File: config.mk
export PLATFORM = sky130hd
export DESIGN_NAME = mu_way_allocator
export DESIGN_NICKNAME = d
export VERILOG_FILES = /design/src/rtl/mu_alloc_pkg.sv /design/src/rtl/mu_alloc_slot.sv /design/src/rtl/mu_alloc_pick.sv /design/src/rtl/mu_alloc_ctrl.sv /design/src/rtl/mu_way_allocator.sv
export SDC_FILE = /design/constraint.sdc
export NUM_CORES = 1
export LEC_CHECK = 0
export CAP_MARGIN = 25
export CORE_ASPECT_RATIO = 0.75
export CORE_UTILIZATION = 45
export CTS_BUF_LIST = sky130_fd_sc_hd__clkbuf_16
export CTS_CLUSTER_DIAMETER = 150
export CTS_CLUSTER_SIZE = 8
export DETAILED_ROUTE_END_ITERATION = 8
export GPL_ROUTABILITY_DRIVEN = 0
export PLACE_DENSITY_LB_ADDON = 0.12
export SKIP_LAST_GASP = 1
export SLEW_MARGIN = 0
export SYNTH_ARGS = -nofsm -noshare
export SYNTH_HDL_FRONTEND = slang
export SYNTH_SLANG_ARGS = --single-unit
File: constraint.sdc
create_clock -name clk -period 19.7 [get_ports clk]
set_input_delay 3.94 -clock clk [delete_from_list [all_inputs] [get_ports clk]]
set_output_delay 3.94 -clock clk [all_outputs]
set_load 0.03 [all_outputs]
File: src/rtl/mu_alloc_pkg.sv
package mu_alloc_pkg;
  typedef enum logic [0:0] {
    ST_IDLE = 1'b0,
    ST_RUN  = 1'b1
  } alloc_state_e;

  function automatic int unsigned cap_ways(input int unsigned ways,
                                           input int unsigned num,
                                           input int unsigned den);
    int unsigned v;
    v = (ways * num) / den;
    if (v < 1) v = 1;
    return v;
  endfunction
endpackage

File: src/rtl/mu_alloc_slot.sv
module mu_alloc_slot #(
  parameter int unsigned NUM_WAYS = 16,
  parameter int unsigned CAP      = 9,
  parameter int unsigned ALLOC_W  = 5,
  parameter int unsigned IDX_W    = 4
) (
  input  logic               clk,
  input  logic               rst_n,
  input  logic               init,
  input  logic               grant,
  output logic [ALLOC_W-1:0] alloc,
  output logic [IDX_W-1:0]   idx,
  output logic               eligible
);
  localparam logic [ALLOC_W-1:0] CAP_V  = ALLOC_W'(CAP);
  localparam logic [ALLOC_W-1:0] LAST_V = ALLOC_W'(NUM_WAYS - 1);

  logic [ALLOC_W-1:0] alloc_q;

  always_ff @(posedge clk) begin
    if (!rst_n) begin
      alloc_q <= '0;
    end else if (init) begin
      alloc_q <= ALLOC_W'(1);
    end else if (grant) begin
      alloc_q <= alloc_q + ALLOC_W'(1);
    end
  end

  always_comb begin
    alloc    = alloc_q;
    eligible = (alloc_q < CAP_V);
    if (alloc_q > LAST_V) idx = IDX_W'(NUM_WAYS - 1);
    else                  idx = alloc_q[IDX_W-1:0];
  end
endmodule

File: src/rtl/mu_alloc_pick.sv
module mu_alloc_pick #(
  parameter int unsigned NUM_CORES = 4,
  parameter int unsigned CNT_W     = 16
) (
  input  logic [NUM_CORES*CNT_W-1:0] gain,
  input  logic [NUM_CORES-1:0]       eligible,
  output logic                       any_eligible,
  output logic [NUM_CORES-1:0]       winner_oh
);
  logic [CNT_W-1:0] best;

  always_comb begin
    any_eligible = 1'b0;
    best         = '0;
    winner_oh    = '0;
    for (int c = 0; c < int'(NUM_CORES); c++) begin
      if (eligible[c] && (!any_eligible || (gain[c*CNT_W +: CNT_W] > best))) begin
        any_eligible = 1'b1;
        best         = gain[c*CNT_W +: CNT_W];
        winner_oh    = '0;
        winner_oh[c] = 1'b1;
      end
    end
  end
endmodule

File: src/rtl/mu_alloc_ctrl.sv
module mu_alloc_ctrl
  import mu_alloc_pkg::*;
#(
  parameter int unsigned NUM_WAYS  = 16,
  parameter int unsigned NUM_CORES = 4,
  parameter int unsigned REM_W     = 5
) (
  input  logic clk,
  input  logic rst_n,
  input  logic start,
  input  logic any_eligible,
  output logic init,
  output logic step,
  output logic done
);
  localparam logic [REM_W-1:0] SPARE = REM_W'(NUM_WAYS - NUM_CORES);

  alloc_state_e     st_q;
  logic [REM_W-1:0] rem_q;
  logic             done_q;
  logic             finish;

  assign finish = (rem_q == '0) || !any_eligible;
  assign init   = (st_q == ST_IDLE) && start;
  assign step   = (st_q == ST_RUN) && !finish;
  assign done   = done_q;

  always_ff @(posedge clk) begin
    if (!rst_n) begin
      st_q   <= ST_IDLE;
      rem_q  <= '0;
      done_q <= 1'b0;
    end else begin
      done_q <= 1'b0;
      case (st_q)
        ST_IDLE: begin
          if (start) begin
            st_q  <= ST_RUN;
            rem_q <= SPARE;
          end
        end
        ST_RUN: begin
          if (finish) begin
            st_q   <= ST_IDLE;
            done_q <= 1'b1;
          end else begin
            rem_q <= rem_q - REM_W'(1);
          end
        end
        default: st_q <= ST_IDLE;
      endcase
    end
  end
endmodule

File: src/rtl/mu_way_allocator.sv
module mu_way_allocator
  import mu_alloc_pkg::*;
#(
  parameter int unsigned NUM_CORES = 4,
  parameter int unsigned NUM_WAYS  = 16,
  parameter int unsigned CNT_W     = 16,
  parameter int unsigned CAP_NUM   = 9,
  parameter int unsigned CAP_DEN   = 16,
  parameter int unsigned IDX_W     = (NUM_WAYS > 1) ? $clog2(NUM_WAYS) : 1,
  parameter int unsigned ALLOC_W   = $clog2(NUM_WAYS + 1)
) (
  input  logic                         clk,
  input  logic                         rst_n,
  input  logic                         start,
  output logic                         done,
  output logic [NUM_CORES*IDX_W-1:0]   hc_idx,
  input  logic [NUM_CORES*CNT_W-1:0]   hc_data,
  output logic [NUM_CORES*ALLOC_W-1:0] alloc
);
  localparam int unsigned CAP = cap_ways(NUM_WAYS, CAP_NUM, CAP_DEN);

  logic                 init;
  logic                 step;
  logic                 any_eligible;
  logic [NUM_CORES-1:0] eligible;
  logic [NUM_CORES-1:0] winner_oh;

  mu_alloc_ctrl #(
    .NUM_WAYS (NUM_WAYS),
    .NUM_CORES(NUM_CORES),
    .REM_W    (ALLOC_W)
  ) u_ctrl (
    .clk         (clk),
    .rst_n       (rst_n),
    .start       (start),
    .any_eligible(any_eligible),
    .init        (init),
    .step        (step),
    .done        (done)
  );

  mu_alloc_pick #(
    .NUM_CORES(NUM_CORES),
    .CNT_W    (CNT_W)
  ) u_pick (
    .gain        (hc_data),
    .eligible    (eligible),
    .any_eligible(any_eligible),
    .winner_oh   (winner_oh)
  );

  for (genvar c = 0; c < NUM_CORES; c++) begin : g_slot
    mu_alloc_slot #(
      .NUM_WAYS(NUM_WAYS),
      .CAP     (CAP),
      .ALLOC_W (ALLOC_W),
      .IDX_W   (IDX_W)
    ) u_slot (
      .clk     (clk),
      .rst_n   (rst_n),
      .init    (init),
      .grant   (step && winner_oh[c]),
      .alloc   (alloc[c*ALLOC_W +: ALLOC_W]),
      .idx     (hc_idx[c*IDX_W +: IDX_W]),
      .eligible(eligible[c])
    );
  end
endmodule

==> metrics.cfg, run 1 <==
[synthesis]
synth_cells = 398
async_reset_ff_frac = 0
synth.distinct_cells = 58
synthFlopType = dfxtp_1
synth-edff-count = 0
yosysMostFrequentCell = nand2_1
ys_ff_latch = 27
synth_xor_area_frac = 0.00846
syn_area_um2 = 3100
seq_area_frac_synth = 0.174
synth_top_family_by_area = simple AND/OR/NAND/NOR gates
synthAdderAreaFrac = 0.234
synth.area.top_cells = ha_1, dfxtp_1, nand2_1
yosys.area.top_type_share = 0.234
synth_compound_area_frac = 0.211
synthSimpleGateAreaFrac = 0.256
syn_area_per_cell_um2 = 7.80
synth_top_area_cell = ha_1
syn_nets = 523
yosys-top-cells-count = nand2_1, ha_1, a21oi_1, dfxtp_1, inv_1
yosys_warnings = 0
synthMuxAreaShare = 0.0677

[setup_path]
critPathRequiredTime_ns = 19.89
worstSetupPathType = input pin to flip-flop
start_kind = input pin
end_kind = flip-flop
arrival_ns = 11.08
worstPathMaxFanout = 33

[grt]
grt_usage = 0.242
grt_pass1_wl_mm = 14.2
grt_pass1_vias = 2999
antenna_found_initial = 0
grt_start_max_net_pins = 40
overflow = 0

[detailed_routing]
wirelength_mm = 8.62
firstDrtPassIters = 7
via_per_inst = 5.56
first_iter_violations = 127
ant_nets = 0
route.vias.total = 3210
post_drt_wl_per_cell_um = 14.9
route.detailed.drc = 7

[floorplan]
io_pins = 104
num_rows = 25
fp.dieH_um = 73.9
die-width_um = 97.9
initial_utilization = 0.479
dieArea_um2 = 7240
core_um2 = 6470

[timing]
fmax_mhz = 91.8
finalHoldViolations = 0
fin_crit_sh = 0.553
finalSetupTns_ns = 0
maxSlewViolCount = 0
period_minus_slack_ns = 10.89
worst_pin_slew_ns = 0.942
max_slew_margin = 0.368
fin_skew_ns = 0.00507
grt_setup_unrepaired = false
finalWorstSetupSlack_ns = 8.81
hold_ws_ns = 0.484
setup_viol = 0

[power]
p_per_area_nw_per_um2 = 49.1
p_leak_uw = 0.00191
p_switching_uw = 78.1
switching_share = 0.370
total_power_uw = 211
sequentialPowerShare = 0.285
comb_power_share = 0.499
clkPwrFrac = 0.216
internal_power_uw = 133
ir_worst_vdd_v = 0.0000308

[hold_path]
holdCritPathClass = flip-flop to flip-flop

[final_layout]
layout.nets = 622
final_util = 0.665
drive_gt1_frac = 0.0625
syn2layout_area_growth_pct = 38.7
diodes = 0

[status]
violations = DRC
outcome = complete, but fails checks

[flow_run]
max-cap-violations = 0

[placed_design]
preCtsSetupSlack_ns = 8.02
portBuffers = 103
dp_hpwl_mm = 7.15

[clock_tree]
path_clk_slew_ns = 0.07
cts_made_buffers = 3
cts.sinks = 27
cts_tree = built
worstSkewPairLatency_ns = 0.26
clock_path_buffers = 2
htree_levels = 1
cts_resized = 0
cts_setup_buffers = 0
hold_buffers = 0
cts_root_buf = clkbuf_16

[layout make-up]
class                      count  area, um^2
inverter                      28         105
tap                           81         101
sequential                    27         541
multi-input combinational    332        2410
clock buffer                   3        75.1
fill                         570        2170
clock inverter                 1        3.75
timing repair buffer         105        1070
[cells by family after synthesis]
group / count (synthesis)
XOR/XNOR: 3
adder cells (fa/ha/maj): 58
buffers and inverters: 39
AND/OR/NAND/NOR: 152
AO/OA/AOI/OAI: 100
flip-flops: 27
multiplexers: 19
[power by group through the flow]
stage	registers, uW	clock network, uW	logic (uW)
floorplan	62.7	0	64.2
global placement	61.2	0	98.6
detailed placement	61.4	0	101
CTS	60.2	46.4	102
global route	60.7	48.9	117
finish	60.2	45.7	105
[metrics by stage]
step / std cells / cell area [um^2]
2_1_floorplan: 398 / 3100
3_3_place_gp: 572 / 4200
3_5_place_dp: 572 / 4200
4_1_cts: 576 / 4280
5_1_grt: 577 / 4300
6_report: 577 / 4300
[worst paths after layout]
| kind | start | to | slack [ns] | cells after the start |
|---|---|---|---|---|
| worst max-delay path | hc_data[14] | g_slot[1].u_slot.alloc[0] | 8.81 | 25 |
| worst min-delay path | u_ctrl.rem_q[0] | u_ctrl.rem_q[0] | 0.48 | 2 |
| worst max register to register | g_slot[0].u_slot.alloc[0] | g_slot[1].u_slot.alloc[0] | 11.50 | 26 |
| worst min register to register | u_ctrl.rem_q[0] | u_ctrl.rem_q[0] | 0.48 | 2 |
[flip-flops by register name, summed over array words and instances, names as in the netlist]
register,cells
g_slot.u_slot.alloc,20
u_ctrl.done,1
u_ctrl.rem_q,5
u_ctrl.st_q,1
[layout by cell type (no fill, tap or decap), drive strengths merged, types with 8 or more instances in the layout]
cell	count
a21oi	31
a31oi	11
and3	9
clkdlybuf4s50	103
dfxtp	27
ha	58
inv	28
mux2	16
nand2	59
nand2b	24
nand4	10
nor2	16
o21ai	29
or3	8
[critical path, stage by stage]
cell,delay [ns]
clkdlybuf4s50_1,0.45
nand2_1,0.06
ha_1,0.35
and4_1,0.22
a2111oi_0,0.39
o2111ai_1,0.21
o21ai_1,0.77
buf_4,0.31
mux2_2,0.37
ha_1,0.31
and4_1,0.22
nand4_1,0.15
a21oi_1,0.06
a41oi_1,0.30
a31o_1,0.40
buf_16,0.22
o21ai_0,0.13
ha_1,0.33
nand4_1,0.15
nor4_1,0.47
nand2_1,0.16
and2_1,0.21
a21o_1,0.28
or4_1,0.42
a31oi_1,0.16
[layer usage]
layer  up-vias  GRT usage  part of all wire
met2       104      0.379              0.41
met4         0     0.0320            0.0049
met5         -          0                 0
met1      1439      0.363              0.52
li1       1659          -                 -
met3         8     0.0320             0.063
Power figures use the tool's default switching activity.
==> run 2: changes to the inputs <==
--- a/config.mk
+++ b/config.mk
@@ -7,7 +7,7 @@
 export LEC_CHECK = 0
 export CAP_MARGIN = 25
 export CORE_ASPECT_RATIO = 0.75
-export CORE_UTILIZATION = 45
+export CORE_UTILIZATION = 43
 export CTS_BUF_LIST = sky130_fd_sc_hd__clkbuf_16
 export CTS_CLUSTER_DIAMETER = 150
 export CTS_CLUSTER_SIZE = 8
==> constraint.sdc (replaced) <==
create_clock -name clk -period 9.6 [get_ports clk]
set_input_delay 1.92 -clock clk [delete_from_list [all_inputs] [get_ports clk]]
set_output_delay 1.92 -clock clk [all_outputs]
set_load 0.03 [all_outputs]
==> run 2 against run 1 <==
  * Design area grew 0.20%
  * Critical path depth is the same
  * Via count grew 0.37%
  * Final cell count is 3.1% higher
  * Clock-buffer cell count stayed put
  * Total power is 100% higher
  * The flow now finishes without violations
  * Highest routed layer is now met3
  * Register-to-register slack lost 10 ns
  * Worst hold slack gained 0.0096 ns
  * Sequential share of layout area about the same
  * Worst setup slack worse by 8.0 ns
==> metrics.cfg, run 2 (synthesized netlist as in run 1, its figures left out) <==
[floorplan]
io_pins = 104  ; unchanged
dieArea_um2 = 7570  ; +4.5%
initial_utilization = 0.450  ; -0.0293
num_rows = 26  ; +4.0%
fp.dieH_um = 75.6  ; +2.2%
core_um2 = 6900  ; +6.5%
die-width_um = 100  ; +2.3%

[clock_tree]
worstSkewPairLatency_ns = 0.26  ; about the same
hold_buffers = 0  ; unchanged
cts_made_buffers = 3  ; unchanged
cts.sinks = 27  ; unchanged
htree_levels = 1  ; unchanged
cts_resized = 0  ; unchanged
cts_setup_buffers = 0  ; unchanged
cts_root_buf = clkbuf_16
clock_path_buffers = 2  ; unchanged
path_clk_slew_ns = 0.06  ; about the same
cts_tree = built

[setup_path]
timing.rr.start = g_slot[0].u_slot.alloc[0]
worstSetupPathType = input pin to flip-flop
arrival_ns = 8.96  ; -2.12 ns
crit_start = hc_data[14]
start_kind = input pin
end_kind = flip-flop
worstPathMaxFanout = 25  ; -24%
critPathRequiredTime_ns = 9.78  ; -10.11 ns

[final_layout]
final_common_cell = clkdlybuf4s50_1
syn2layout_area_growth_pct = 38.9
instances_no_fill = 595  ; +3.1%
drive_gt1_frac = 0.0644  ; +0.00189
largest_reg_flops = 20  ; unchanged
final_cell_mix = clkdlybuf4s50_1, nand2_1, ha_1
final_util = 0.625  ; -0.0394
register_area_um2 = 541  ; unchanged
layout.nets = 623  ; +0.16%
multi_input_area_um2 = 2410  ; unchanged
nFillCells = 636  ; +12%
diodes = 0  ; unchanged

[grt]
grt_pass1_vias = 3050  ; +1.7%
grt_start_max_net_pins = 26  ; -35%
grt_usage = 0.241  ; -0.000843
grt_pass1_wl_mm = 14.6  ; +3.1%
antenna_found_initial = 0  ; unchanged
overflow = 0  ; unchanged

[timing]
fin_skew_ns = 0.00260  ; -0.00247 ns
fin_crit_sh = 0.914
max_slew_margin = 0.489  ; +0.122
fmax_mhz = 114
worst_pin_slew_ns = 0.766  ; -0.176 ns
setup_viol = 0  ; unchanged
period_minus_slack_ns = 8.78
finalSetupTns_ns = 0  ; unchanged
finalHoldViolations = 0  ; unchanged
maxSlewViolCount = 0  ; unchanged
grt_setup_unrepaired = false

[hold_path]
holdCritPathClass = flip-flop to flip-flop
hp-start = u_ctrl.st_q

[power]
internal_power_uw = 271  ; +100%
switching_share = 0.372  ; +0.00241
ir_worst_vdd_v = 0.0000793  ; +160%
p_switching_uw = 160  ; +110%
clkPwrFrac = 0.215  ; about the same
comb_power_share = 0.498  ; about the same
p_per_area_nw_per_um2 = 100  ; +100%
p_leak_uw = 0.00190  ; -0.18%
sequentialPowerShare = 0.286  ; about the same

[detailed_routing]
via_per_inst = 5.42  ; -2.7%
route.detailed.drc = 0  ; -7
ant_nets = 0  ; unchanged
firstDrtPassIters = 4  ; -3
route.vias.total = 3222  ; +0.37%
wirelength_mm = 8.83  ; +2.5%
first_iter_violations = 154  ; +21%
post_drt_wl_per_cell_um = 14.8  ; -0.56%

[placed_design]
place_inst = 591  ; +3.3%
dp_hpwl_mm = 7.37  ; +3.0%
portBuffers = 103  ; unchanged

[status]
outcome = completed

[flow_run]
max-cap-violations = 0  ; unchanged

-- run 2: changes by cell type in the layout (fill, tap and decap cells not counted) --
cell,change
buf_4,+2
buf_16,-1
-- run 2: per-stage QoR --
stage          worst slack (ns)  power, uW  area, um^2  hold WS (ns)
2_1_floorplan              2.17        260        3100         0.457
3_3_place_gp              0.980        331        4230         0.474
3_5_place_dp              0.709        337        4230         0.481
4_1_cts                   0.933        430        4310         0.491
5_1_grt                   0.408        463        4310         0.511
6_report                  0.822        431        4310         0.494
-- run 2: final timing paths --
| check | slack, ns | cells past startpoint | end |
|---|---|---|---|
| worst max-delay path | 0.82 | 25 | g_slot[1].u_slot.alloc[0] |
| worst min-delay path | 0.49 | 1 | u_ctrl.done |
| worst max register to register | 1.52 | 26 | g_slot[1].u_slot.alloc[0] |
| worst min register to register | 0.49 | 1 | u_ctrl.done |
-- run 2: power groups by stage --
stage | combinational [uW] | sequential, uW | clock (uW)
2_1_floorplan | 132 | 129 | 0
3_3_place_gp | 205 | 126 | 0
3_5_place_dp | 212 | 126 | 0
4_1_cts | 213 | 124 | 93.7
5_1_grt | 240 | 124 | 98.4
6_report | 215 | 123 | 92.8
-- run 2: area by class of cell --
cell class / instances / area share
Timing Repair Buffer: 106 / 0.244
Tap cell: 98 / 0.0284
Sequential cell: 27 / 0.125
Clock buffer: 3 / 0.0174
Inverter: 28 / 0.0244
Clock inverter: 1 / 0.000870
Multi-Input combinational cell: 332 / 0.559
-- run 2: worst max-delay path, cell delays in order --
cell and delay, ns:
clkdlybuf4s50_1 0.45, nand2_1 0.06, ha_1 0.35, and4_1 0.22, a2111oi_0 0.39, o2111ai_1 0.20, o21ai_1 0.19, buf_4 0.23
mux2_2 0.39, ha_1 0.30, and4_1 0.28, nand4_1 0.19, a21oi_1 0.06, a41oi_1 0.33, a31o_1 0.71, buf_4 0.31
o21ai_0 0.11, ha_1 0.33, nand4_1 0.13, nor4_1 0.47, nand2_1 0.19, and2_1 0.22, a21o_1 0.28, or4_1 0.44
a31oi_1 0.18
-- run 2: per-layer routing --
layer / track usage / vias to the layer above / part of all wire
li1: - / 1650 / -
met1: 0.354 / 1468 / 0.52
met2: 0.400 / 104 / 0.43
met3: 0.0303 / 0 / 0.052
met4: 0.0113 / 0 / 0
met5: 0 / - / 0
==> run 3: changes to the inputs <==
--- a/config.mk
+++ b/config.mk
@@ -7,11 +7,12 @@
 export LEC_CHECK = 0
 export CAP_MARGIN = 25
 export CORE_ASPECT_RATIO = 0.75
-export CORE_UTILIZATION = 43
+export CORE_UTILIZATION = 45
 export CTS_BUF_LIST = sky130_fd_sc_hd__clkbuf_16
 export CTS_CLUSTER_DIAMETER = 150
 export CTS_CLUSTER_SIZE = 8
 export DETAILED_ROUTE_END_ITERATION = 8
+export DONT_BUFFER_PORTS = 1
 export GPL_ROUTABILITY_DRIVEN = 0
 export PLACE_DENSITY_LB_ADDON = 0.12
 export SKIP_LAST_GASP = 1
==> run 3 against run 2 <==
  * Sequential cell count unchanged
  * The run now ends with DRC left
  * Design area decreased by 25%
  * Clock skew increased by 0.0048 ns
  * Largest power group unchanged
  * Global-route usage decreased by 1.3 points
  * Die area decreased by 4.3%
  * Final cell count decreased by 20%
  * Total power decreased by 9.5%
==> metrics.cfg, run 3 (synthesized netlist as in run 1, its figures left out) <==
[status]
outcome = complete, but fails checks
violations = DRC

[setup_path]
worstPathMaxFanout = 25  ; unchanged
crit_family = compound AO/OA/AOI/OAI gates
cpMostUsedCell = ha_1
worstSetupPathType = input pin to flip-flop
slowest_delay_ns = 0.66  ; -0.05 ns
path_cells = nand2_1 > ha_1 > and4_1 > a2111oi_0 > o2111ai_1 > o21ai_1 > buf_4 > mux2_2 > ha_1 > and4_1 > nand4_1 > a21oi_1 > a41oi_1 > a31o_1 > o21ai_0 > ha_1 > nand4_1 > nor4_1 > nand2_1 > and2_1 > a21o_1 > or3_4 > o31ai_1
slowest_stage = a31o_1
arrival_ns = 8.40  ; -0.56 ns
critPathRequiredTime_ns = 9.77  ; about the same
start_kind = input pin
timing.rr.start = g_slot[0].u_slot.alloc[0]
end_kind = flip-flop
crit_start = hc_data[14]
cp_num_buf_inv = 1  ; -2

[power]
total_power_uw = 390  ; -9.5%
ir_worst_vdd_v = 0.0000610  ; -23%
p_per_area_nw_per_um2 = 120  ; +20%
p_leak_uw = 0.00151  ; -21%

[grt]
grt_pass1_vias = 2692  ; -12%
antenna_found_initial = 0  ; unchanged
grt_pass1_wl_mm = 13.3  ; -9.0%
overflow = 0  ; unchanged
grt_usage = 0.229  ; -0.0127
grt_start_max_net_pins = 26  ; unchanged

[final_layout]
diodes = 0  ; unchanged
largest_reg_flops = 20  ; unchanged
syn2layout_area_growth_pct = 4.80
instances_no_fill = 474  ; -20%
final_common_cell = nand2_1
nFillCells = 645  ; +1.4%
layout.nets = 519  ; -17%
final_cell_mix = nand2_1, ha_1, a21oi_1
final_util = 0.502  ; -0.123
drive_gt1_frac = 0.0789  ; +0.0145

[timing]
period_minus_slack_ns = 8.23  ; -0.550 ns
finalHoldViolations = 0  ; unchanged
worst_pin_slew_ns = 0.799  ; +0.0335 ns
fin_skew_ns = 0.00744  ; +0.00484 ns
grt_setup_unrepaired = false
finalSetupTns_ns = 0  ; unchanged
setup_viol = 0  ; unchanged
maxSlewViolCount = 0  ; unchanged
fmax_mhz = 122  ; +6.7%
max_slew_margin = 0.466  ; -0.0229
fin_crit_sh = 0.857  ; -0.0573

[clock_tree]
htree_levels = 1  ; unchanged
hold_buffers = 0  ; unchanged
cts_root_buf = clkbuf_16
cts_made_buffers = 3  ; unchanged
cts_resized = 0  ; unchanged
path_clk_slew_ns = 0.07  ; about the same
cts.sinks = 27  ; unchanged
cts_tree = built
clock_path_buffers = 2  ; unchanged
worstSkewPairLatency_ns = 0.26  ; about the same
cts_setup_buffers = 0  ; unchanged

[placed_design]
portBuffers = 0  ; -100%
dp_hpwl_mm = 6.74  ; -8.6%
place_inst = 470  ; -20%

[detailed_routing]
firstDrtPassIters = 7  ; +3
first_iter_violations = 161  ; +4.5%
route.vias.total = 2786  ; -14%
post_drt_wl_per_cell_um = 16.9  ; +14%
ant_nets = 0  ; unchanged
via_per_inst = 5.88  ; +8.5%
route.detailed.drc = 6  ; +6
wirelength_mm = 7.99  ; -9.6%

[flow_run]
max-cap-violations = 0  ; unchanged

[hold_path]
hp-start = u_ctrl.rem_q[0]
holdCritPathClass = flip-flop to flip-flop

[floorplan]
die-width_um = 97.9  ; -2.2%
dieArea_um2 = 7240  ; -4.3%
initial_utilization = 0.479  ; +0.0293
fp.dieH_um = 73.9  ; -2.2%
io_pins = 104  ; unchanged
core_um2 = 6470  ; -6.1%
num_rows = 25  ; -3.8%

[run 3: changes by cell type in the layout (fill, tap and decap cells not counted)]
cell             change
buf_4                -1
clkdlybuf4s50_1    -103
[run 3: per-stage QoR]
stage | hold slack [ns] | worst slack (ns) | area [um^2]
floorplan | 0.457 | 2.17 | 3100
global placement | 0.476 | 1.36 | 3170
detailed placement | 0.482 | 1.14 | 3170
CTS | 0.492 | 1.38 | 3250
global route | 0.524 | 0.689 | 3250
finish | 0.491 | 1.37 | 3250
[run 3: cell type report]
type / instances / area, um^2 / area share
multi-input combinational: 332 / 2410 / 0.742
sequential: 27 / 541 / 0.166
inverter: 28 / 105 / 0.0323
tap: 81 / 101 / 0.0312
clock buffer: 3 / 75.1 / 0.0231
timing repair buffer: 2 / 15.0 / 0.00462
clock inverter: 1 / 3.75 / 0.00115
[run 3: report_power, final]
| part | internal (uW) | total [uW] | leakage, uW | switching, uW |
|---|---|---|---|---|
| clock network | 55.8 | 94.1 | 0.0000423 | 38.3 |
| logic | 67.0 | 168 | 0.00125 | 101 |
| registers | 117 | 128 | 0.000220 | 11.2 |
[run 3: worst register-to-register path: stages (launching register included)]
cell	delay (ns)
dfxtp_1	0.48
o31a_1	0.39
nor2_2	0.62
nand2_1	0.16
ha_1	0.35
and4_1	0.23
a2111oi_0	0.47
o2111ai_1	0.22
o21ai_1	0.29
buf_4	0.30
mux2_2	0.40
ha_1	0.30
and4_1	0.28
nand4_1	0.19
a21oi_1	0.07
a41oi_1	0.32
a31o_1	0.66
o21ai_0	0.22
ha_1	0.34
nand4_1	0.15
nor4_1	0.40
nand2_1	0.18
and2_1	0.21
a21o_1	0.27
or3_4	0.37
o31ai_1	0.20
[run 3: routing by layer]
layer / GRT usage / part of all wire / wire, um
met1: 0.351 / 0.53 / 4240
met2: 0.329 / 0.38 / 3060
met3: 0.0526 / 0.082 / 658
met4: 0.0286 / 0.0041 / 33
met5: 0 / 0 / 0
[run 3: worst paths after layout]
kind	endpoint	slack, ns	cells past startpoint
setup / recovery	g_slot[1].u_slot.alloc[4]	1.37	23
hold / removal	u_ctrl.rem_q[0]	0.49	2
setup reg to reg	g_slot[1].u_slot.alloc[4]	1.42	25
hold reg to reg	u_ctrl.rem_q[0]	0.49	2
